[config.mk]
export PLATFORM = sky130hd
export DESIGN_NAME = enc_ref_div
export DESIGN_NICKNAME = d
export VERILOG_FILES = /design/src/rtl/enc_ref_div_pkg.sv /design/src/rtl/enc_ref_div_decode.sv /design/src/rtl/enc_ref_div_counter.sv /design/src/rtl/enc_ref_div.sv
export SDC_FILE = /design/constraint.sdc
export NUM_CORES = 1
export LEC_CHECK = 0
export BUFFER_PORTS_ARGS = -buffer_cell sky130_fd_sc_hd__clkbuf_2
export CAP_MARGIN = 10
export CELL_PAD_IN_SITES_DETAIL_PLACEMENT = 1
export CELL_PAD_IN_SITES_GLOBAL_PLACEMENT = 1
export CORE_MARGIN = 5
export CORE_UTILIZATION = 38
export CTS_CLUSTER_DIAMETER = 150
export DETAILED_ROUTE_END_ITERATION = 12
export GPL_TIMING_DRIVEN = 0
export PLACE_DENSITY_LB_ADDON = 0.08
export REMOVE_ABC_BUFFERS = 1
export SLEW_MARGIN = 20
export SYNTH_ARGS = -nofsm -noshare
export SYNTH_HDL_FRONTEND = slang
export SYNTH_SLANG_ARGS = --single-unit
[constraint.sdc]
create_clock -name clk_i -period 2.43 [get_ports clk_i]
set_clock_uncertainty 0.05 [all_clocks]
set_input_delay 0.3645 -clock clk_i [delete_from_list [all_inputs] [get_ports clk_i]]
set_output_delay 0.3645 -clock clk_i [all_outputs]
set_load 0.03 [all_outputs]
[src/rtl/enc_ref_div_pkg.sv]
package enc_ref_div_pkg;
  localparam int unsigned CFG_W     = 13;
  localparam int unsigned SEL_W     = 2;
  localparam int unsigned SHORT_W   = 4;
  localparam int unsigned LONG_W    = CFG_W - SEL_W;
  localparam int unsigned SHORT_OFS = 2;
  localparam int unsigned LONG_OFS  = 8;
  localparam int unsigned RATIO_MAX = (1 << LONG_W) - 1 + LONG_OFS;
  localparam int unsigned RATIO_W   = $clog2(RATIO_MAX + 1);

  typedef enum logic [1:0] {
    MODE_DIRECT = 2'd0,
    MODE_SHORT  = 2'd1,
    MODE_LONG   = 2'd2
  } fmt_e;

  typedef logic [RATIO_W-1:0] ratio_t;
endpackage

[src/rtl/enc_ref_div_decode.sv]
module enc_ref_div_decode
  import enc_ref_div_pkg::*;
(
  input  logic             clk_i,
  input  logic             rst_ni,
  input  logic [CFG_W-1:0] cfg_i,
  output ratio_t           ratio_o
);
  fmt_e               fmt;
  logic [SHORT_W-1:0] short_inv;

  always_comb begin
    if (!cfg_i[1])     fmt = MODE_DIRECT;
    else if (cfg_i[0]) fmt = MODE_LONG;
    else               fmt = MODE_SHORT;
  end

  assign short_inv = ~cfg_i[SEL_W +: SHORT_W];

  always_comb begin
    unique case (fmt)
      MODE_DIRECT: ratio_o = ratio_t'(1) + ratio_t'(cfg_i[0]);
      MODE_SHORT:  ratio_o = ratio_t'(short_inv) + ratio_t'(SHORT_OFS);
      MODE_LONG:   ratio_o = ratio_t'(cfg_i[SEL_W +: LONG_W]) + ratio_t'(LONG_OFS);
      default:     ratio_o = ratio_t'(1);
    endcase
  end

  a_r1_ratio_range: assert property (@(posedge clk_i) disable iff (!rst_ni)
    (ratio_o >= ratio_t'(1)) && (ratio_o <= ratio_t'(RATIO_MAX)));
  a_r2_direct_small: assert property (@(posedge clk_i) disable iff (!rst_ni)
    !cfg_i[1] |-> ratio_o <= ratio_t'(2));
  a_r3_short_band: assert property (@(posedge clk_i) disable iff (!rst_ni)
    (cfg_i[1:0] == 2'b10) |-> (ratio_o >= ratio_t'(2) && ratio_o <= ratio_t'(17)));
  a_r4_long_floor: assert property (@(posedge clk_i) disable iff (!rst_ni)
    (cfg_i[1:0] == 2'b11) |-> ratio_o >= ratio_t'(LONG_OFS));
endmodule

[src/rtl/enc_ref_div_counter.sv]
module enc_ref_div_counter
  import enc_ref_div_pkg::*;
(
  input  logic   clk_i,
  input  logic   rst_ni,
  input  ratio_t next_ratio_i,
  output logic   tick_o
);
  ratio_t act_q, cnt_q;

  assign tick_o = (cnt_q == '0);

  always_ff @(posedge clk_i or negedge rst_ni) begin
    if (!rst_ni) begin
      act_q <= ratio_t'(1);
      cnt_q <= '0;
    end else if (tick_o) begin
      // reload only at terminal count
      act_q <= next_ratio_i;
      cnt_q <= next_ratio_i - ratio_t'(1);
    end else begin
      cnt_q <= cnt_q - ratio_t'(1);
    end
  end

  a_r5_count_below_ratio: assert property (@(posedge clk_i) disable iff (!rst_ni)
    cnt_q < act_q);
  a_r7_hold_mid_period: assert property (@(posedge clk_i) disable iff (!rst_ni)
    !tick_o |=> $stable(act_q));
  a_r6_after_tick: assert property (@(posedge clk_i) disable iff (!rst_ni)
    tick_o |=> (tick_o == (act_q == ratio_t'(1))));
  a_r7_load_new: assert property (@(posedge clk_i) disable iff (!rst_ni)
    tick_o |=> (act_q == $past(next_ratio_i)));
endmodule

[src/rtl/enc_ref_div.sv]
module enc_ref_div
  import enc_ref_div_pkg::*;
(
  input  logic                clk_i,
  input  logic                rst_ni,
  input  logic [CFG_W-1:0]    cfg_i,
  output logic [RATIO_W-1:0]  ratio_o,
  output logic                pulse_o
);
  ratio_t dec_ratio;

  enc_ref_div_decode i_decode (
    .clk_i   (clk_i),
    .rst_ni  (rst_ni),
    .cfg_i   (cfg_i),
    .ratio_o (dec_ratio)
  );

  enc_ref_div_counter i_counter (
    .clk_i        (clk_i),
    .rst_ni       (rst_ni),
    .next_ratio_i (dec_ratio),
    .tick_o       (pulse_o)
  );

  assign ratio_o = dec_ratio;

  a_r8_reset_pulse: assert property (@(posedge clk_i)
    !rst_ni |-> pulse_o);
endmodule

Word-level counts from Yosys, hierarchy flattened

Cells that the tools add are included.

Bits in registers: 12
Output and inout bits: 13
Word-level logic and storage cells: 15
Input port bits: 15

Multiplexer cells: 4
Add/subtract/negate cells: 5
Reduce and logical (&&, ||, !) cells: 2
Equal/unequal tests: 2
Bitwise gates (word level): 1

Operators by type and width:

| kind                                                                  | count |
|---|---|
| 12-bit case mux with 3 select lines                                   | 1 |
| 12-bit by 1-bit subtractor with 12-bit output, second input constant  | 2 |
| 11-bit by 4-bit adder with 12-bit output, second input constant       | 1 |
| 12-bit logical NOT                                                    | 1 |
| 12-bit two-way mux                                                    | 1 |
| 4-bit by 2-bit adder with 5-bit output, second input constant         | 1 |
| 2-bit two-way mux                                                     | 2 |
| 4-bit inverter                                                        | 1 |
| 1-bit by 1-bit adder with 2-bit output, first input constant          | 1 |
| 2-bit by 1-bit equality test with 1-bit output, second input constant | 1 |
| 2-bit equality test, second input constant                            | 1 |
| 2-bit logical NOT                                                     | 1 |

Depth between registers and ports, before layout

Gate-level depths: netlist of the first run.

Word-level depth: 6
Depth in mapped cells: 9
Mapped depth without buffers: 9

Modules after synthesis

A second synthesis of the first run with hierarchy kept.

Cells, all modules: 123
Area total of the unflattened synthesis: 998.5 um^2

By module, submodules not included:

| module              | sequential area each (um^2) | cells each | area an instance (um^2) | instances |
|---|---|---|---|---|
| enc_ref_div_counter | 300.3                       | 82         | 742.0                   | 1 |
| enc_ref_div_decode  | 0.0                         | 41         | 256.5                   | 1 |

Worst setup path after synthesis of the first run

Ideal clock, no wire load.

Path type: in2reg
Start point: in cfg_i[3]
End point: reg i_counter.cnt_q[6]
Data required time: 2.303 ns
Setup time: 0.077 ns
Path buffers: 0
Path slack: 0.143 ns
Arrival: 2.160 ns
Stages on the path: 9
Cell sequence: inv_1 -> ha_1 -> nor2b_1 -> mux2i_4 -> inv_2 -> o31ai_4 -> nand4b_2 -> or4_1 -> o21ai_1

Cells in the longest elaborated chain, start to end: 5
Elaborated cells between the ends (all ways): 6
Classes of those cells: add/sub: 3; mux: 2; bitwise: 1

Ends and longest elaborated chain:

| element                                                                                          | line                      | source |
|---|---|---|
| from (decl)                                                                                      | enc_ref_div.sv:6          | `input logic [CFG_W-1:0] cfg_i,` |
| parallel branches: the longest is 2 deep, another holds 11-bit by 4-bit adder with 12-bit output | -                         |  |
| 12-bit case mux with 3 select lines (*)                                                          | enc_ref_div_decode.sv:21  | `unique case (fmt)` |
| net ratio_o[3]                                                                                   | enc_ref_div.sv:7          | `output logic [RATIO_W-1:0] ratio_o,` |
| 12-bit by 1-bit subtractor with 12-bit output (*)                                                | enc_ref_div_counter.sv:20 | `cnt_q <= next_ratio_i - ratio_t'(1);` |
| 12-bit two-way mux (*)                                                                           | enc_ref_div_counter.sv:17 | `end else if (tick_o) begin` |
| to (signal assigned)                                                                             | enc_ref_div_counter.sv:20 |  |
| to (signal assigned)                                                                             | enc_ref_div_counter.sv:22 | `cnt_q <= cnt_q - ratio_t'(1);` |
| to (decl)                                                                                        | enc_ref_div_counter.sv:9  | `ratio_t act_q, cnt_q;` |

Mark *: on every way through the listed nets, which the timed path passes.

Worst setup path in the final report of the first run

Start point: reg i_counter.cnt_q[5]
End point: out pulse_o

Cells in the longest elaborated chain, start to end: 1

Ends and longest elaborated chain:

| element            | line                      | source |
|---|---|---|
| 12-bit logical NOT | enc_ref_div_counter.sv:11 | `assign tick_o = (cnt_q == '0);` |
| to (decl)          | enc_ref_div.sv:8          | `output logic pulse_o` |

No other way between the ends.

==> results of run 1 <==
[report_power, final]
group          leakage, nW  total (W)  switching, W  internal, W
sequential           0.132   0.000201   0.000000906     0.000200
clock               0.0138   0.000124     0.0000665    0.0000576
combinational        0.381   0.000114     0.0000761    0.0000383
[cell usage in the layout, fill, tap and decap left out, drive strengths merged, types with 3 or more instances in the layout]
cell / instances
nand4: 4
and2: 3
ha: 3
nor3: 3
inv: 7
nor2: 16
dfrtp: 12
nand2: 7
nor4: 4
o21ai: 9
nor3b: 3
clkbuf: 30
a21oi: 8
nand3b: 3
mux2i: 4
nand3: 7
xor2: 7
nor2b: 3
xnor2: 7
[path summary, 6_finish.rpt]
kind | from | cells after the start | to
worst max-delay path | i_counter.cnt_q[5]$_DFF_PN0_ | 4 | pulse_o
worst min-delay path | rst_ni | 2 | i_counter.cnt_q[10]$_DFF_PN0_
worst max register to register | i_counter.cnt_q[5]$_DFF_PN0_ | 8 | i_counter.cnt_q[6]$_DFF_PN0_
worst min register to register | i_counter.cnt_q[0]$_DFF_PN0_ | 1 | i_counter.cnt_q[0]$_DFF_PN0_
max in group asynchronous | rst_ni | 2 | i_counter.cnt_q[0]$_DFF_PN0_
min in group clk_i | i_counter.cnt_q[0]$_DFF_PN0_ | 1 | i_counter.cnt_q[0]$_DFF_PN0_
[what timing repair did]
item,in CTS,in global routing
setup endpoints to repair,0,5
hold buffers,1,0
buffers inserted,0,1
hold endpoints to repair,12,0
resized for setup,0,3
[routing by layer]
layer	vias to the layer above	share of wire	wire, µm	track usage
met3	5	0.035	95	0.0216
met5	-	0	0	0
met1	469	0.48	1300	0.186
met4	0	0.026	71	0.0875
met2	16	0.46	1240	0.232
li1	516	-	-	-
[cells by family after synthesis]
logic type	Yosys count	share of synthesized area
mux	5	0.0605
flops	12	0.285
compound gates	24	0.145
simple gates	59	0.318
xor+xnor	14	0.116
fa+ha+maj	3	0.0356
buf+inv	10	0.0403
[stage by stage]
step	util	area, µm²	total power [W]	hold WS (ns)
finish	0.466	1260	0.000440	0.450
global route	0.466	1260	0.000465	0.481
CTS	0.459	1240	0.000450	0.432
detailed placement	0.447	1210	0.000319	0.223
global placement	0.447	1210	0.000317	0.221
floorplan	-	1040	0.000272	0.0189
[worst max-delay path: cells and delay by family, from the launching register on]
family	cells	cell delay, ns
DFF	1	0.43
buffers and inverters	2	0.47
and+or+nand+nor	2	0.69
[layout make-up]
| cell class | instances | area, µm² |
|---|---|---|
| clock buffer | 3 | 22.5 |
| fill | 352 | 1450 |
| inverter | 7 | 28.8 |
| multi-input combinational | 105 | 721 |
| sequential | 12 | 300 |
| tap | 31 | 38.8 |
| timing repair buffer | 29 | 153 |
==> metrics.yaml, run 1 <==
power:
  ir_drop_mv: 0.289
  powerDensity_nw_per_um2: 348
  leakage_nw: 0.528
placed_design:
  place_congestion: 0.780
  dpl.cell_count: 182
  dp_hpwl_mm: 2.19
  pre_cts_ws_ns: -0.0658
  io_buffers: 27
synthesis:
  synth_ff_type: "dfrtp_1"
  ys_types: 38
  synthTopCellsByCount: "nor2_1, dfrtp_1, a21oi_1"
  synth_area_um2: 1050
  yosys_register_bits: 12
  avgSynthCellArea_um2: 8.31
  synth_most_common_cell: "nor2_1"
  synth_edf_count: 0
  synth.top_cells.by_area: "dfrtp_1, xnor2_1, xor2_1"
  synthArstFlopShare: 1.00
  yosys_warnings: 0
  syn-instance-count: 127
  ys_seq_area_frac: 0.285
  synth_top_area_frac: 0.285
  yosysTopAreaCell: "dfrtp_1"
setup_path:
  endpoint_kind: "output port"
  cp_data_required_time_ns: 2.02
  rrSetupSlack_ns: 0.23
  cp_cell_sequence: "nor3_1 -> nand4_1 -> inv_4 -> clkbuf_2"
  slowest_stage: "dfrtp_1"
  crit_arrival_ns: 1.86
  path_class: "reg -> out"
  cpPeakStageDelay_ns: 0.43
  start_kind: "register"
  path_max_fanout: 14
routing:
  route.detailed.drc: 0
  drt_wl_total_mm: 2.71
  ant_nets: 0
  drt_pass1_iterations: 4
  viasPerCell: 5.38
  wl_per_cell_um: 14.5
  drt_iter0_drc: 46
  vias: 1006
flow_run:
  drv_cap: 0
timing:
  hold_viol: 0
  worstMarginPinSlew_ns: 0.462
  setup_viol: 0
  slew_viol_final: 0
  setup_ws_ns: 0.158
  fin_crit_ns: 2.27
  slew_headroom: 0.683
  rsz0062_at_grt: "false"
  finalCritPeriodShare: 0.935
  max_freq_ghz: 0.440
  fin_tns_setup_ns: 0
clock_network:
  htree_levels: 1
  numClockSinks: 12
  clk_pin_slew_ns: 0.07
  clockBufferDepth: 2
  clk_root_buffer_cell: "clkbuf_4"
  insertion_delay_ns: 0.28
  tritoncts: "done"
  cts_buffers: 3
floorplan:
  die_y_um: 62.7
  core_um2: 2710
  rows: 19
  dieArea_um2: 3930
  start_util: 0.389
  ios: 28
  fp.dieW_um: 62.7
global_routing:
  grt.total_usage: 0.146
  grt_max_degree: 15
  gr-total-overflow: 0
  antenna_found_initial: 0
  grt_pass1_vias: 1017
  grt_pass1_wl_mm: 4.68
final_layout:
  diodes: 0
  largest_reg_flops: 12
  reg_top3: "i_counter.cnt_q (12)"
  regMostFlops: "i_counter.cnt_q"
  drive_gt1_frac: 0.263
  nNetsFinal: 176
  final_cell_count_no_fill: 187
  area_growth_pct: 19.8
status:
  outcome: "finished clean"
min_path:
  hold_class: "in -> async"
No activity file was read; power rests on OpenSTA's default activity.
==> run 2, diff against run 1 <==
ABC_AREA = 1   (was unset)
CORE_UTILIZATION = 37   (was 38)
==> run 2 against run 1 <==
Net effect: sequential power is essentially flat; cell count grew 37%; largest cell class unchanged; area after synthesis grew 12%.
==> metrics.yaml, run 2 <==
floorplan:
  core_um2: 3050  # was 2710 µm²
  ios: 28  # unchanged
  start_util: 0.388  # was 0.389
  fp.dieW_um: 66.6  # was 62.7 µm
  rows: 20  # was 19
  die_y_um: 66.6  # was 62.7 µm
  dieArea_um2: 4430  # was 3930 µm²
synthesis:
  synth_area_um2: 1180  # was 1050 µm²
  synth_ff_type: "dfrtp_1"  # unchanged
  syn-instance-count: 181  # was 127
  ys_seq_area_frac: 0.253  # was 0.285
  yosysTopAreaCell: "dfrtp_1"  # unchanged
  synthTopCellsByCount: "nand2_1, inv_1, nor2_1, nand3_1, dfrtp_1"  # was nor2_1, dfrtp_1, a21oi_1
  yosys_register_bits: 12  # unchanged
  synth_top_area_frac: 0.253  # was 0.285
  synth_edf_count: 0  # unchanged
  ys_types: 27  # was 38
  synth.top_cells.by_area: "dfrtp_1, nand2_1, inv_1"  # was dfrtp_1, xnor2_1, xor2_1
  yosys_warnings: 0  # unchanged
  avgSynthCellArea_um2: 6.55  # was 8.31 µm²
  synth_most_common_cell: "nand2_1"  # was nor2_1
  synthArstFlopShare: 1.00  # unchanged
flow_run:
  drv_cap: 0  # unchanged
routing:
  route.detailed.drc: 0  # unchanged
  drt_wl_total_mm: 3.09  # was 2.71 mm
  drt_pass1_iterations: 4  # unchanged
  vias: 1186  # was 1006
  ant_nets: 0  # unchanged
  viasPerCell: 4.63  # was 5.38
  drt_iter0_drc: 39  # was 46
  wl_per_cell_um: 12.1  # was 14.5 µm
placed_design:
  dp_hpwl_mm: 2.73  # was 2.19 mm
  pre_cts_ws_ns: 0.383  # was -0.0658 ns
  place_congestion: 0.794  # was 0.780
  io_buffers: 27  # unchanged
final_layout:
  multi_input_comb_area_um2: 723  # was 721 µm²
  regMostFlops: "i_counter.cnt_q"  # unchanged
  final_common_cell: "nand2_1"  # was clkbuf_2
  fill_cells: 439  # was 352
  reg_top3: "i_counter.cnt_q (12)"  # unchanged
  area_growth_pct: 18.7  # was 19.8%
  largest_reg_flops: 12  # unchanged
  final_cell_mix: "nand2_1, inv_1, clkbuf_2"  # was clkbuf_2, nor2_1, dfrtp_1
  regArea_um2: 300  # unchanged
  drive_gt1_frac: 0.297  # was 0.263
  diodes: 0  # unchanged
  nNetsFinal: 231  # was 176
setup_path:
  path_class: "reg -> reg"  # was reg -> out
  path_buf_inv: 3  # was 2
  endpoint_kind: "register"  # was output port
  cp_data_required_time_ns: 2.56  # was 2.02 ns
  cpPeakStageDelay_ns: 0.41  # was 0.43 ns
  path_max_fanout: 12  # was 14
  crit_family: "simple AND/OR/NAND/NOR gates"  # unchanged
  crit_arrival_ns: 2.17  # was 1.86 ns
  critPathMostFrequentCell: "nand2_1"
  cp_cell_sequence: "nor2_2 -> nand3_2 -> nor2_4 -> nand2_1 -> nand2_1 -> inv_1 -> ha_1 -> inv_1 -> nor2_2 -> nand3_1 -> nand2_1 -> nand2_1 -> inv_1"  # was nor3_1 -> nand4_1 -> inv_4 -> clkbuf_2
  slowest_stage: "dfrtp_1"  # unchanged
  start_kind: "register"  # unchanged
global_routing:
  grt.total_usage: 0.156  # was 0.146
  antenna_found_initial: 0  # unchanged
  grt_max_degree: 13  # was 15
  grt_pass1_vias: 1241  # was 1017
  grt_pass1_wl_mm: 5.34  # was 4.68 mm
  gr-total-overflow: 0  # unchanged
clock_network:
  insertion_delay_ns: 0.28  # about the same
  tritoncts: "done"  # unchanged
  clockBufferDepth: 2  # unchanged
  cts_buffers: 3  # unchanged
  numClockSinks: 12  # unchanged
  clk_pin_slew_ns: 0.07  # about the same
  clk_root_buffer_cell: "clkbuf_4"  # unchanged
  htree_levels: 1  # unchanged
timing:
  setup_viol: 0  # unchanged
  finalCritPeriodShare: 0.840  # was 0.935
  hold_viol: 0  # unchanged
  max_freq_ghz: 0.490  # was 0.440 GHz
  fin_tns_setup_ns: 0  # unchanged
  setup_ws_ns: 0.389  # was 0.158 ns
  worstMarginPinSlew_ns: 0.364  # was 0.462 ns
  rsz0062_at_grt: "false"  # unchanged
  fin_crit_ns: 2.04  # was 2.27 ns
  slew_viol_final: 0  # unchanged
  slew_headroom: 0.757  # was 0.683
power:
  leakage_nw: 0.768  # was 0.528 nW
  power_frac_comb: 0.223  # was 0.260
  p_int_w: 0.000325  # was 0.000296 W
  p_clk_frac: 0.344  # was 0.282
  power_frac_seq: 0.433  # was 0.458
  p_sw_w: 0.000143  # was 0.000144 W
  p_sw_frac: 0.306  # was 0.326
  ir_drop_mv: 0.258  # was 0.289 mV
  powerDensity_nw_per_um2: 333  # was 348 nW/µm²
status:
  outcome: "finished clean"  # unchanged
min_path:
  hold_class: "reg -> reg"  # was in -> async
==> run 2: area by class of cell <==
class                   instances  area share
clock buffers                   4      0.0258
flip-flops and latches         12       0.214
multi-input cells             129       0.514
repair buffers                 28       0.103
inverters                      39       0.104
well taps                      44      0.0391
==> run 2: per-stage QoR <==
step	instance area [µm²]	instances	total power [W]	utilization	hold WS (ns)
6_report	1410	256	0.000468	0.461	0.453
5_1_grt	1410	256	0.000493	0.461	0.474
3_5_place_dp	1360	251	0.000311	0.445	0.216
3_3_place_gp	1360	251	0.000307	0.445	0.213
4_1_cts	1410	256	0.000471	0.461	0.457
2_1_floorplan	1170	180	0.000270	-	0.0189
==> run 2: repair_timing <==
item,4_1_cts,5_1_grt
hold buffers,1,0
setup endpoints to repair,0,0
setup buffers,0,0
gates resized for setup,0,0
endpoints found under the hold margin,12,0
==> run 2: routing by layer <==
metal | part of all wire | GRT usage
met5 | 0 | 0
met4 | 0.016 | 0.0609
met3 | 0.035 | 0.0118
met2 | 0.51 | 0.291
met1 | 0.44 | 0.182
==> run 2: logic make-up after synthesis <==
group / synth area share
xor+xnor: 0.0444
flops: 0.253
fa+ha+maj: 0.0317
simple gates: 0.466
compound gates: 0.0686
buf+inv: 0.136
==> run 2: worst paths after layout <==
path,start,cells after the start,slack (ns),end
max in group asynchronous,rst_ni,2,1.65,i_counter.cnt_q[6]$_DFF_PN0_
worst max-delay path,i_counter.cnt_q[1]$_DFF_PN0_,13,0.39,i_counter.cnt_q[10]$_DFF_PN0_
worst max register to register,i_counter.cnt_q[1]$_DFF_PN0_,13,0.39,i_counter.cnt_q[10]$_DFF_PN0_
worst min register to register,i_counter.cnt_q[0]$_DFF_PN0_,1,0.45,i_counter.cnt_q[0]$_DFF_PN0_
worst min-delay path,i_counter.cnt_q[0]$_DFF_PN0_,1,0.45,i_counter.cnt_q[0]$_DFF_PN0_
min in group asynchronous,rst_ni,2,0.46,i_counter.cnt_q[2]$_DFF_PN0_
==> run 2: power groups by stage <==
stage	sequential (W)	combinational, W	clock (W)
6_report	0.000202	0.000104	0.000161
5_1_grt	0.000203	0.000117	0.000173
4_1_cts	0.000202	0.000106	0.000163
3_5_place_dp	0.000206	0.000104	0
3_3_place_gp	0.000206	0.000101	0
2_1_floorplan	0.000206	0.0000640	0
